===== config.mk =====
export PLATFORM = sky130hd
export DESIGN_NAME = alt_remap_top
export DESIGN_NICKNAME = d
export VERILOG_FILES = /design/src/rtl/alt_remap_pkg.sv /design/src/rtl/alt_remap_regs.sv /design/src/rtl/alt_remap_match.sv /design/src/rtl/alt_remap_top.sv
export SDC_FILE = /design/constraint.sdc
export NUM_CORES = 1
export LEC_CHECK = 0
export ABC_AREA = 1
export BUFFER_PORTS_ARGS = -buffer_cell sky130_fd_sc_hd__buf_2
export CORE_MARGIN = 2
export CORE_UTILIZATION = 45
export CTS_CLUSTER_DIAMETER = 100
export DETAILED_ROUTE_END_ITERATION = 12
export GPL_ROUTABILITY_DRIVEN = 0
export PLACE_DENSITY = 0.76
export SLEW_MARGIN = 10
export SYNTH_ARGS = -nofsm -noshare
export SYNTH_HDL_FRONTEND = slang
export SYNTH_SLANG_ARGS = --single-unit

===== constraint.sdc =====
create_clock -name clk_i -period 1.44 [get_ports clk_i]
set_input_delay 0 -clock clk_i [delete_from_list [all_inputs] [get_ports clk_i]]
set_output_delay 0 -clock clk_i [all_outputs]
set_load 0.01 [all_outputs]

===== src/rtl/alt_remap_pkg.sv =====
package alt_remap_pkg;
  localparam int unsigned ADDR_W  = 32;
  localparam int unsigned FIELD_W = 16;
  localparam int unsigned LOW_W   = ADDR_W - FIELD_W;

  typedef enum logic [1:0] {
    SEL_BASE = 2'd0,
    SEL_MASK = 2'd1,
    SEL_MAP  = 2'd2,
    SEL_NONE = 2'd3
  } field_sel_e;

  typedef struct packed {
    logic [FIELD_W-1:0] base;
    logic [FIELD_W-1:0] mask;
    logic [FIELD_W-1:0] map;
  } win_cfg_t;
endpackage


===== src/rtl/alt_remap_regs.sv =====
module alt_remap_regs
  import alt_remap_pkg::*;
#(
  parameter int unsigned AW = ADDR_W,
  parameter int unsigned FW = FIELD_W
) (
  input  logic          clk_i,
  input  logic          rst_ni,
  input  logic          warm_rst_i,
  input  logic [1:0]    sel_i,
  input  logic          we_i,
  input  logic [AW-1:0] wdata_i,
  output logic [AW-1:0] rdata_o,
  output win_cfg_t      cfg_o
);
  localparam int unsigned LW = AW - FW;

  logic [FW-1:0] wfield;
  logic          wr_ok;
  win_cfg_t      cfg_q;
  logic [FW-1:0] rfield;

  assign wfield = wdata_i[AW-1:LW];
  assign wr_ok  = we_i && !warm_rst_i;

  always_ff @(posedge clk_i or negedge rst_ni) begin
    if (!rst_ni) begin
      cfg_q <= '0;
    end else if (wr_ok) begin
      unique case (field_sel_e'(sel_i))
        SEL_BASE: cfg_q.base <= wfield;
        SEL_MASK: cfg_q.mask <= wfield;
        SEL_MAP:  cfg_q.map  <= wfield;
        default:  ;
      endcase
    end
  end

  always_comb begin
    unique case (field_sel_e'(sel_i))
      SEL_BASE: rfield = cfg_q.base;
      SEL_MASK: rfield = cfg_q.mask;
      SEL_MAP:  rfield = cfg_q.map;
      default:  rfield = '0;
    endcase
  end

  assign rdata_o = {rfield, {LW{1'b0}}};
  assign cfg_o   = cfg_q;

  // fields hold across a warm-reset cycle
  a_r5_warm_hold: assert property (@(posedge clk_i) disable iff (!rst_ni)
    warm_rst_i |=> $stable(cfg_q));

  // unused select never alters a field
  a_r8_none_sel_inert: assert property (@(posedge clk_i) disable iff (!rst_ni)
    (sel_i == SEL_NONE) |=> $stable(cfg_q));

  // low half of read data is always zero
  a_r8_low_zero: assert property (@(posedge clk_i) disable iff (!rst_ni)
    rdata_o[LW-1:0] == '0);

  // fields are zero while cold reset is held
  always @(posedge clk_i) begin
    if (!rst_ni) a_r6_cold_clear: assert (cfg_q == '0);
  end
endmodule


===== src/rtl/alt_remap_match.sv =====
module alt_remap_match
  import alt_remap_pkg::*;
#(
  parameter int unsigned FW = FIELD_W
) (
  input  logic [FW-1:0] upper_i,
  input  win_cfg_t      cfg_i,
  output logic          hit_o,
  output logic [FW-1:0] upper_o
);
  logic [FW-1:0] diff;
  logic [FW-1:0] subst;

  for (genvar b = 0; b < FW; b++) begin : g_bit
    assign diff[b]  = (upper_i[b] ^ cfg_i.base[b]) & cfg_i.mask[b];
    assign subst[b] = cfg_i.mask[b] ? cfg_i.map[b] : upper_i[b];
  end

  assign hit_o   = (|cfg_i.mask) && !(|diff);
  assign upper_o = hit_o ? subst : upper_i;
endmodule


===== src/rtl/alt_remap_top.sv =====
module alt_remap_top
  import alt_remap_pkg::*;
#(
  parameter int unsigned AW = ADDR_W,
  parameter int unsigned FW = FIELD_W
) (
  input  logic          clk_i,
  input  logic          rst_ni,
  input  logic          warm_rst_i,
  input  logic [1:0]    reg_sel_i,
  input  logic          reg_we_i,
  input  logic [31:0]   reg_wdata_i,
  output logic [31:0]   reg_rdata_o,
  input  logic [31:0]   addr_i,
  output logic          hit_o,
  output logic [31:0]   addr_o
);
  localparam int unsigned LW = AW - FW;

  win_cfg_t      cfg;
  logic [FW-1:0] upper_xl;

  alt_remap_regs #(.AW(AW), .FW(FW)) u_regs (
    .clk_i     (clk_i),
    .rst_ni    (rst_ni),
    .warm_rst_i(warm_rst_i),
    .sel_i     (reg_sel_i),
    .we_i      (reg_we_i),
    .wdata_i   (reg_wdata_i),
    .rdata_o   (reg_rdata_o),
    .cfg_o     (cfg)
  );

  alt_remap_match #(.FW(FW)) u_match (
    .upper_i(addr_i[AW-1:LW]),
    .cfg_i  (cfg),
    .hit_o  (hit_o),
    .upper_o(upper_xl)
  );

  assign addr_o = {upper_xl, addr_i[LW-1:0]};

  // zero mask never hits
  a_r2_off_no_hit: assert property (@(posedge clk_i) disable iff (!rst_ni)
    (cfg.mask == '0) |-> !hit_o);

  // miss passes address through
  a_r4_miss_pass: assert property (@(posedge clk_i) disable iff (!rst_ni)
    !hit_o |-> (addr_o == addr_i));

  // low half and masked-out upper bits never change
  a_r3_keep_bits: assert property (@(posedge clk_i) disable iff (!rst_ni)
    (addr_o[LW-1:0] == addr_i[LW-1:0]) &&
    ((addr_o[AW-1:LW] & ~cfg.mask) == (addr_i[AW-1:LW] & ~cfg.mask)));

  // on a hit, masked-in bits carry the map value
  a_r3_hit_subst: assert property (@(posedge clk_i) disable iff (!rst_ni)
    hit_o |-> ((addr_o[AW-1:LW] & cfg.mask) == (cfg.map & cfg.mask)));
endmodule


# Word level (Yosys, flattened, before mapping)
# Index checks and enable logic that the tools add are counted.
# totals
regBits	48
inputBits	70
out_inout_bits	65
# op_classes
eq_ne	2
muxes	18
bitwise	32
n_reduce_logical	10
# ops
cell	n
$pmux W16 S3	1
$reduce_or A16 Y1	2
$and A1 B1 Y1	16
$mux W1	16
$mux W16	1
$xor A1 B1 Y1	16
$reduce_and A2 Y1	3
$eq A2 B1 Y1 const B	1
$eq A2 B2 Y1 const B	1
$logic_and A1 B1 Y1	2
$logic_not A1 Y1	2
$logic_not A2 Y1	1

# Logic depth before layout (Yosys ltp)
# Gate-level depths: netlist (run 1).
# logic_depth
depth_word	6
mapped_depth	11
depth_no_buf	10

# By module
# Synthesis (run 1) repeated with hierarchy kept, for this count alone.
# unflattened
cells_unflattened	534
area_unflattened_um2	3462.1
# by_module_without_submodules
mod	n_inst	cells_each	area_per_inst_um2	seq_area_each_um2
alt_remap_regs	1	300	2373.5	1201.2
alt_remap_match	1	218	968.4	0.0
alt_remap_top	1	16	120.1	0.0

# Worst setup path after synthesis (run 1)
# OpenSTA, ideal clock, no wires.
# synth_path
kind	register -> output
startpoint	reg u_regs.cfg_q (netlist bit u_regs.cfg_o[28])
endpoint	out addr_o[22]
arrival_time_ns	1.247
t_required_ns	1.440
path_slack_ns	0.193
stages_incl_launch_ff	11
n_path_buf	1
cell_sequence	dfrtp_1 > inv_2 > nand2_1 > nor2_1 > nand2_1 > nor2_4 > nor2_2 > nand3_4 > buf_6 > nand2_1 > nand2_1
# synth_via
elab_chain_cells	5
word_cells_on_any_way	6
classes_between	1 x mux; 1 x bitwise; 4 x reduce/logical
# synth_lines
item	line	rtl
from (decl)	alt_remap_regs.sv:20	win_cfg_t cfg_q;
$and A1 B1 Y1	alt_remap_match.sv:15	assign diff[b] = (upper_i[b] ^ cfg_i.base[b]) & cfg_i.mask[b];
$reduce_or A16 Y1	alt_remap_match.sv:19	assign hit_o = (|cfg_i.mask) && !(|diff);
$logic_not A1 Y1	alt_remap_match.sv:19	
$logic_and A1 B1 Y1 (*)	alt_remap_match.sv:19	
$mux W16 (*)	alt_remap_match.sv:20	assign upper_o = hit_o ? subst : upper_i;
to (decl)	alt_remap_top.sv:16	output logic [31:0] addr_o
# Mark *: on every way between the ends. The rest lies on a longest branch, timed or not.

# Worst setup path after layout (run 1)
# layout_path
startpoint	reg u_regs.cfg_q (netlist bit u_regs.cfg_o[35])
endpoint	out addr_o[21]
# layout_via
elab_chain_cells	6
# layout_lines
item	line
$xor A1 B1 Y1	alt_remap_match.sv:15
$and A1 B1 Y1	alt_remap_match.sv:15
$reduce_or A16 Y1	alt_remap_match.sv:19
$logic_not A1 Y1	alt_remap_match.sv:19
$logic_and A1 B1 Y1	alt_remap_match.sv:19
$mux W16	alt_remap_match.sv:20
# No other way between the ends.

==> metrics.cfg, run 1 <==
[run_status]
status=complete, but fails checks
violations=negative setup slack

[setup_path]
reg2reg_depth=4
crit_path_end_kind=primary output
startpoint_type=flip-flop
crit_arrival_ns=1.89
required_ns=1.44
critPathKind=reg2out
crit_fanout=8

[logic_synthesis]
synthMuxAreaShare_pct=0.348
syn_area_per_cell_um2=6.56
synthCells=493
synth_top_area_share_pct=37.1
synthFlopType=dfrtp_1
synth_area_um2=3230
synth_enable_flop_cells=0
synth.most_common_cell=nand2_1
synth_cell_types=18
synthSimpleGateAreaFrac_pct=34.7
ys_warn_count=0
synthTopCellsByArea=dfrtp_1 (37%), nand2_1 (23%), o21ai_0 (9.0%)
synth_top_area_cell=dfrtp_1
synth-compound-area-share_pct=11.3
synthTopCellsByCount=nand2_1 (198), o21ai_0 (58), inv_1 (50)
async_flop_share_pct=100
synthAdderAreaFrac_pct=0
seq_area_frac_synth_pct=37.1
synth_top_family_by_area=simple AND/OR/NAND/NOR gates
synth_xor_area_share_pct=0
synth_seq_cells=48

[run]
cap_violations=0

[clock_tree]
clkTransAtPathRegs_ns=0.09
clock-sinks=48
cts_tree=yes
clockBufferDepth=2
htree_levels=2
clock-root-buffer=clkbuf_8
clk_latency_ns=0.31
cts_buffers=5

[floorplan]
io_pins=135
core_area_um2=6870
die_width_um=88.8
fp-row-count=30
die_height_um=88.8
start_util_pct=47.1
die_area_um2=7880

[timing]
max_freq_mhz=528
finalCritPeriodShare_pct=131
rsz0062_at_grt=true
setup_viol=17
min_period_ns=1.89
hold_viol=0
setup_slack_ns=-0.453
skew_ns=0
finalMaxSlewViolations=0

[detailed_routing]
route.met3.wl_um=865
ant_nets=0
highest_layer=met4
firstDrtPassIters=5
wl_per_cell_um=13.9
wl_mm=9.83
drt_iter0_markers=248
vias=3486
wl_met2_mm=4.60
wl_met1_mm=4.11
drc=0
vias_per_cell=4.93

[power_and_ir_drop]
leakagePower_uw=0.00233
powerDensity_nw_per_um2=1130
pwr-share-seq_pct=37.9
power.share.clock_pct=17.6
p_comb_share_pct=44.5
switching_share_pct=39.7
p_int_uw=2930
vdd_drop_max_v=0.000598
p_sw_uw=1930

[placed_design]
port_buffers=70
place_hpwl_mm=6.67
dpl_cell_area_um2=3820

[cells_and_area]
antennaDiodeCount=0
post-route-util_pct=62.3
n_fill_cell=642
design_area_um2=4280
drive_above_1_share_pct=29.1
largest_register_ffs=48
final_nets=680
area_growth_pct=32.4

[global_routing]
gr-total-overflow=0
grt_usage_pct=25.8
grt_pass1_wl_mm=15.4
antenna_found_initial=0
grt_max_degree=25
grt_pass1_vias=3234

[min_path]
min_path_cells=0
hold_class=in2out

-- through the flow --
stage	instances	TNS (ns)	setup WS (ns)	total power [uW]	hold slack, ns
2_1_floorplan	508	0	0.193	2910	-0.296
3_3_place_gp	675	-0.746	-0.0558	3570	-0.0545
3_5_place_dp	675	-1.15	-0.0841	3630	-0.0518
4_1_cts	705	-5.77	-0.353	4690	0.0000686
5_1_grt	707	-8.75	-0.547	5190	0.0000151
6_report	707	-7.15	-0.453	4850	0.00000351
-- area by class of cell --
| cell class | instances | area, um^2 | area share (%) |
|---|---|---|---|
| inverter | 57 | 214 | 5.00 |
| multi-input combinational | 358 | 1720 | 40.1 |
| sequential | 48 | 1200 | 28.0 |
| clock buffer | 8 | 90.1 | 2.10 |
| timing repair buffer | 140 | 940 | 21.9 |
| tap | 96 | 120 | 2.80 |
-- metal layers --
| layer | vias up | track usage (%) |
|---|---|---|
| met2 | 161 | 42.3 |
| met5 | - | 0 |
| met3 | 24 | 4.66 |
| met1 | 1572 | 33.7 |
| met4 | 0 | 10.6 |
| li1 | 1729 | - |
-- power groups by stage --
| stage | Sequential (uW) | Clock, uW | Combinational [uW] |
|---|---|---|---|
| 2_1_floorplan | 1830 | 0 | 1080 |
| 3_3_place_gp | 1830 | 0 | 1740 |
| 3_5_place_dp | 1850 | 0 | 1780 |
| 4_1_cts | 1830 | 867 | 2000 |
| 5_1_grt | 1880 | 929 | 2380 |
| 6_report | 1840 | 855 | 2160 |
-- worst max-delay path: stages (launching register included) --
cell,delay [ns]
dfrtp_1,0.43
nor2_4,0.13
nor2_2,0.05
nand2_1,0.08
nand2_2,0.08
nor2_4,0.13
nand2_2,0.08
nor2_4,0.19
buf_12,0.16
nand3_1,0.07
nand2_1,0.08
buf_2,0.12
-- cell families (layout without fill, tap and decap cells) --
family | Yosys count | in the layout
AOI/OAI and AO/OA | 68 | 68
buffers and inverters | 104 | 205
muxes | 1 | 1
other | 1 | 16
and+or+nand+nor | 271 | 273
DFF | 48 | 48
-- final timing paths --
kind	start	end	slack, ns
setup reg to reg	u_regs.cfg_o[35]$_DFFE_PN0P_	u_regs.cfg_o[35]$_DFFE_PN0P_	0.51
max in group asynchronous	rst_ni	u_regs.cfg_o[36]$_DFFE_PN0P_	0.65
min in group asynchronous	rst_ni	u_regs.cfg_o[13]$_DFFE_PN0P_	0.14
setup / recovery	u_regs.cfg_o[35]$_DFFE_PN0P_	addr_o[21]	-0.45
hold reg to reg	u_regs.cfg_o[15]$_DFFE_PN0P_	u_regs.cfg_o[15]$_DFFE_PN0P_	0.52
hold / removal	addr_i[14]	addr_o[14]	0.000004
-- cell usage in the layout, fill, tap and decap left out, drive strengths merged --
cell type,synthesis,final
buf,35,125
clkbuf,12,8
conb,1,16
dfrtp,48,48
dlygate4sd3,0,15
inv,57,57
mux2,1,1
nand2,199,199
nand3,35,37
nand4,3,3
nor2,34,34
o211ai,10,10
o21ai,58,58
-- repair_timing --
item / in CTS / in global routing
endpoints found under the hold margin: 57 / 0
pin swaps: 7 / 14
setup buffers: 5 / 2
hold buffers: 15 / 0
cloned: 2 / 0
gates resized for setup: 10 / 26
endpoints found under the setup margin: 17 / 17
No activity file was read; power rests on OpenSTA's default activity.
==> run 2: changes to the inputs <==
--- a/config.mk
+++ b/config.mk
@@ -6,14 +6,15 @@
 export NUM_CORES = 1
 export LEC_CHECK = 0
 export ABC_AREA = 1
-export BUFFER_PORTS_ARGS = -buffer_cell sky130_fd_sc_hd__buf_2
+export BUFFER_PORTS_ARGS = -buffer_cell sky130_fd_sc_hd__clkbuf_2
 export CORE_MARGIN = 2
 export CORE_UTILIZATION = 45
 export CTS_CLUSTER_DIAMETER = 100
 export DETAILED_ROUTE_END_ITERATION = 12
 export GPL_ROUTABILITY_DRIVEN = 0
-export PLACE_DENSITY = 0.76
+export PLACE_DENSITY = 0.75
 export SLEW_MARGIN = 10
 export SYNTH_ARGS = -nofsm -noshare
 export SYNTH_HDL_FRONTEND = slang
+export SYNTH_HIERARCHICAL = 1
 export SYNTH_SLANG_ARGS = --single-unit
==> metrics.cfg, run 2 <==
[cells_and_area]
final_cell_mix=nand2_1 (233), nand3_1 (84), clkbuf_2 (62)
ff_latch_area_um2=1200
post-route-util_pct=61.2
design_area_um2=4510
multi_input_area_um2=1920
mostFrequentLayoutCell=nand2_1
n_fill_cell=694
area_growth_pct=30.4
drive_above_1_share_pct=29.2
final_nets=719
largest_register_ffs=48
antennaDiodeCount=0

[power_and_ir_drop]
power_uw=4940
leakagePower_uw=0.00254
powerDensity_nw_per_um2=1090
vdd_drop_max_v=0.000617

[detailed_routing]
vias=3713
wl_per_cell_um=13.3
firstDrtPassIters=5
vias_per_cell=4.96
drc=0
wl_mm=9.99
ant_nets=0
drt_iter0_markers=241

[floorplan]
die_area_um2=8410
start_util_pct=47.0
die_height_um=91.7
io_pins=135
die_width_um=91.7
core_area_um2=7370
fp-row-count=31

[setup_path]
cp.depth=10
crit_path_end_kind=primary output
reg2reg_depth=4
cp_num_buf_inv=2
crit_fanout=7
critPathKind=reg2out
startpoint_type=flip-flop
critPathTopFamily=simple AND/OR/NAND/NOR gates
slowest_delay_ns=0.41
required_ns=1.44
crit_arrival_ns=1.81
r2r_setup_slack_ns=0.56
critPathSlowestCell=dfrtp_1
path_cells=nor2_2 -> nor2_1 -> nor2_2 -> nand2_2 -> nor2_4 -> nand3_4 -> clkbuf_16 -> nand2_1 -> nand2_1 -> clkbuf_2

[logic_synthesis]
syn_area_per_cell_um2=6.48
synth_area_um2=3460
seq_area_frac_synth_pct=34.7
synthTopCellsByCount=nand2_1 (249), nand3_1 (93), dfrtp_1 (48)
synthCells=534
synthFlopType=dfrtp_1
synth_cell_types=20
synth_enable_flop_cells=0
synth_top_area_share_pct=34.7
synth.most_common_cell=nand2_1
ys_warn_count=6
synthTopCellsByArea=dfrtp_1 (35%), nand2_1 (27%), nand3_1 (13%)
synth_seq_cells=48
async_flop_share_pct=100
synth_top_area_cell=dfrtp_1

[run_status]
violations=negative setup slack
status=complete, but fails checks

[clock_tree]
htree_levels=2
clk_latency_ns=0.30
cts_buffers=5
clockBufferDepth=2
clock-sinks=48
clkTransAtPathRegs_ns=0.09
clock-root-buffer=clkbuf_8
cts_tree=yes

[timing]
skew_ns=0
hold_viol=0
setup_viol=17
rsz0062_at_grt=true
setup_slack_ns=-0.373
finalMaxSlewViolations=0
holdWs_ns=0.00000391
max_freq_mhz=552
finalSetupTns_ns=-5.89
min_period_ns=1.81
finalCritPeriodShare_pct=126

[placed_design]
dpl_cell_area_um2=3950
port_buffers=70
place_hpwl_mm=6.76

[global_routing]
grt_max_degree=49
grt_pass1_vias=3455
grt_pass1_wl_mm=16.0
gr-total-overflow=0
antenna_found_initial=0
grt_usage_pct=23.6

[run]
cap_violations=0

[min_path]
min_path_cells=0
hold_class=in2out

==> run 2: cell families after synthesis <==
group	count (synthesis)	share of synthesized area, %
simple gates	382	47.4
buf+inv	89	15.3
flops	48	34.7
compound gates	11	1.59
mux	2	0.650
xor+xnor	1	0.253
other cells	1	0.108
==> run 2: area by class of cell <==
type | instances | share of cell area (%)
multi-input cells | 412 | 42.6
flip-flops and latches | 48 | 26.6
repair buffers | 145 | 23.0
inverters | 37 | 3.08
well taps | 99 | 2.74
clock buffers | 8 | 2.00
==> run 2: layer usage <==
layer,part of all wire (%),vias up,routed length (um),global-route usage [%]
met5,0,-,0,0
met4,2.0,0,198,8.58
met3,7.4,19,736,3.78
met2,50,154,4970,41.0
met1,41,1693,4080,29.6
li1,-,1847,-,-
==> run 2: worst paths after layout <==
kind                                         startpoint                            to
max in group asynchronous                        rst_ni  u_regs/cfg_o[19]$_DFFE_PN0P_
hold / removal                               addr_i[12]                    addr_o[12]
hold reg to reg             u_regs/cfg_o[7]$_DFFE_PN0P_   u_regs/cfg_o[7]$_DFFE_PN0P_
setup / recovery           u_regs/cfg_o[35]$_DFFE_PN0P_                    addr_o[18]
setup reg to reg           u_regs/cfg_o[20]$_DFFE_PN0P_  u_regs/cfg_o[20]$_DFFE_PN0P_
min in group asynchronous                        rst_ni  u_regs/cfg_o[21]$_DFFE_PN0P_
==> run 2: worst register-to-register path, stage by stage, from the launching register on <==
cell and delay [ns]:
dfrtp_1 0.38, buf_4 0.14, buf_4 0.14, nand2_1 0.06, nand2_1 0.05
==> run 2: timing repair <==
item,4_1_cts,5_1_grt
cloned,0,1
gates resized for setup,10,43
pin swaps,3,12
endpoints found under the hold margin,96,0
setup endpoints to repair,17,17
setup buffers,8,6
hold buffers,17,0
==> run 2: through the flow <==
stage	std cells	setup slack, ns
global placement	709	-0.0976
finish	749	-0.373
global route	749	-0.479
CTS	742	-0.325
detailed placement	709	-0.119
floorplan	549	0.191
==> run 2: report_power, final <==
part	switching, uW	internal (uW)
sequential	221	1600
clock	442	392
combinational	1260	1020
==> run 3: changes to the inputs <==
--- a/config.mk
+++ b/config.mk
@@ -7,7 +7,6 @@
 export LEC_CHECK = 0
 export ABC_AREA = 1
 export BUFFER_PORTS_ARGS = -buffer_cell sky130_fd_sc_hd__clkbuf_2
-export CORE_MARGIN = 2
 export CORE_UTILIZATION = 45
 export CTS_CLUSTER_DIAMETER = 100
 export DETAILED_ROUTE_END_ITERATION = 12
==> metrics.cfg, run 3 (synthesized netlist as in run 2, its figures left out) <==
[clock_tree]
clock-root-buffer=clkbuf_8
clkTransAtPathRegs_ns=0.09
htree_levels=2
clk_latency_ns=0.30
clockBufferDepth=2
cts_tree=yes
clock-sinks=48
cts_buffers=5

[power_and_ir_drop]
vdd_drop_max_v=0.000493
leakagePower_uw=0.00249
power_uw=4820
powerDensity_nw_per_um2=1090

[min_path]
hold_class=in2out
hold_path.startpoint=addr_i[4]

[cells_and_area]
post-route-util_pct=60.2
antennaDiodeCount=0
area_growth_pct=27.4
mostFrequentLayoutCell=nand2_1
design_area_um2=4410
final_cell_mix=nand2_1 (244), nand3_1 (74), clkbuf_2 (64)
largest_register_ffs=48
drive_above_1_share_pct=27.2
final_nets=709

[setup_path]
critPathTopFamily=simple AND/OR/NAND/NOR gates
slowest_delay_ns=0.42
cpMostUsedCell=nand2_1
crit_arrival_ns=1.80
crit_path_end_kind=primary output
rr_startpoint=u_regs/cfg_o[43]$_DFFE_PN0P_
path_cells=inv_1 -> nand2_1 -> nor2_2 -> nand2_1 -> nor2_1 -> nor2_2 -> nand3_4 -> buf_12 -> nand2_1 -> nand2_1 -> clkbuf_2
startpoint=u_regs/cfg_o[21]$_DFFE_PN0P_
crit_fanout=8
critPathKind=reg2out
cp_num_buf_inv=3
startpoint_type=flip-flop
critPathSlowestCell=dfrtp_1
required_ns=1.44

[global_routing]
grt_pass1_vias=3390
antenna_found_initial=0
grt_pass1_wl_mm=16.4
grt_max_degree=49
gr-total-overflow=0
grt_usage_pct=25.3

[placed_design]
dpl_cell_area_um2=3920
place_hpwl_mm=6.60
port_buffers=70

[detailed_routing]
wl_mm=9.74
drc=0
drt_iter0_markers=234
ant_nets=0
vias_per_cell=4.91
wl_per_cell_um=13.2
vias=3632
firstDrtPassIters=5

[timing]
min_period_ns=1.80
finalMaxSlewViolations=0
hold_viol=0
setup_viol=17
finalCritPeriodShare_pct=125
skew_ns=0
finalSetupTns_ns=-5.78
rsz0062_at_grt=true
setup_slack_ns=-0.363
max_freq_mhz=555
holdWs_ns=0.00000353

[floorplan]
io_pins=135
core_area_um2=7330
die_area_um2=8050
start_util_pct=47.2
die_width_um=89.7
die_height_um=89.7
fp-row-count=31

[run]
cap_violations=0

[run_status]
status=complete, but fails checks
violations=negative setup slack

## run 3: layer usage
| layer | routed length, um | track usage (%) | vias to the layer above |
|---|---|---|---|
| li1 | - | - | 1828 |
| met1 | 4140 | 30.8 | 1644 |
| met2 | 4750 | 43.4 | 134 |
| met3 | 576 | 5.25 | 26 |
| met4 | 278 | 10.5 | 0 |
| met5 | 0 | 0 | - |
## run 3: power by group
group	switching (uW)	internal, uW	leakage (uW)
Clock	440	392	0.0000455
Combinational	1230	928	0.00184
Sequential	229	1600	0.000604
## run 3: area by class of cell
cell class / count / area [um^2]
inverter: 37 / 139
tap: 99 / 124
multi-input combinational: 412 / 1900
clock buffer: 8 / 90.1
timing repair buffer: 135 / 953
sequential: 48 / 1200
fill: 677 / 2920
## run 3: path summary, 6_finish.rpt
kind | to | slack [ns] | cells after the start
max in group asynchronous | u_regs/cfg_o[39]$_DFFE_PN0P_ | 1.01 | 3
min reg2reg | u_regs/cfg_o[11]$_DFFE_PN0P_ | 0.50 | 2
max reg2reg | u_regs/cfg_o[43]$_DFFE_PN0P_ | 0.56 | 4
min | addr_o[4] | 0.000004 | 0
min in group asynchronous | u_regs/cfg_o[11]$_DFFE_PN0P_ | 0.21 | 3
max | addr_o[18] | -0.36 | 11
## run 3: what timing repair did
item / CTS / global route
pin swaps: 21 / 8
gates resized for setup: 23 / 17
endpoints found under the hold margin: 96 / 0
hold buffers: 17 / 0
endpoints found under the setup margin: 17 / 17
gates cloned: 1 / 0
setup buffers: 7 / 1
## run 3: worst reg2reg max path, delay by kind of cell, from the launching register on
family | cells | cell delay [ns]
buf+inv | 2 | 0.26
flops | 1 | 0.40
simple gates | 2 | 0.11
## run 3: metrics by stage
step / setup slack [ns] / instances
5_1_grt: -0.474 / 739
3_3_place_gp: -0.0706 / 705
4_1_cts: -0.380 / 738
2_1_floorplan: 0.191 / 549
3_5_place_dp: -0.112 / 705
6_report: -0.363 / 739
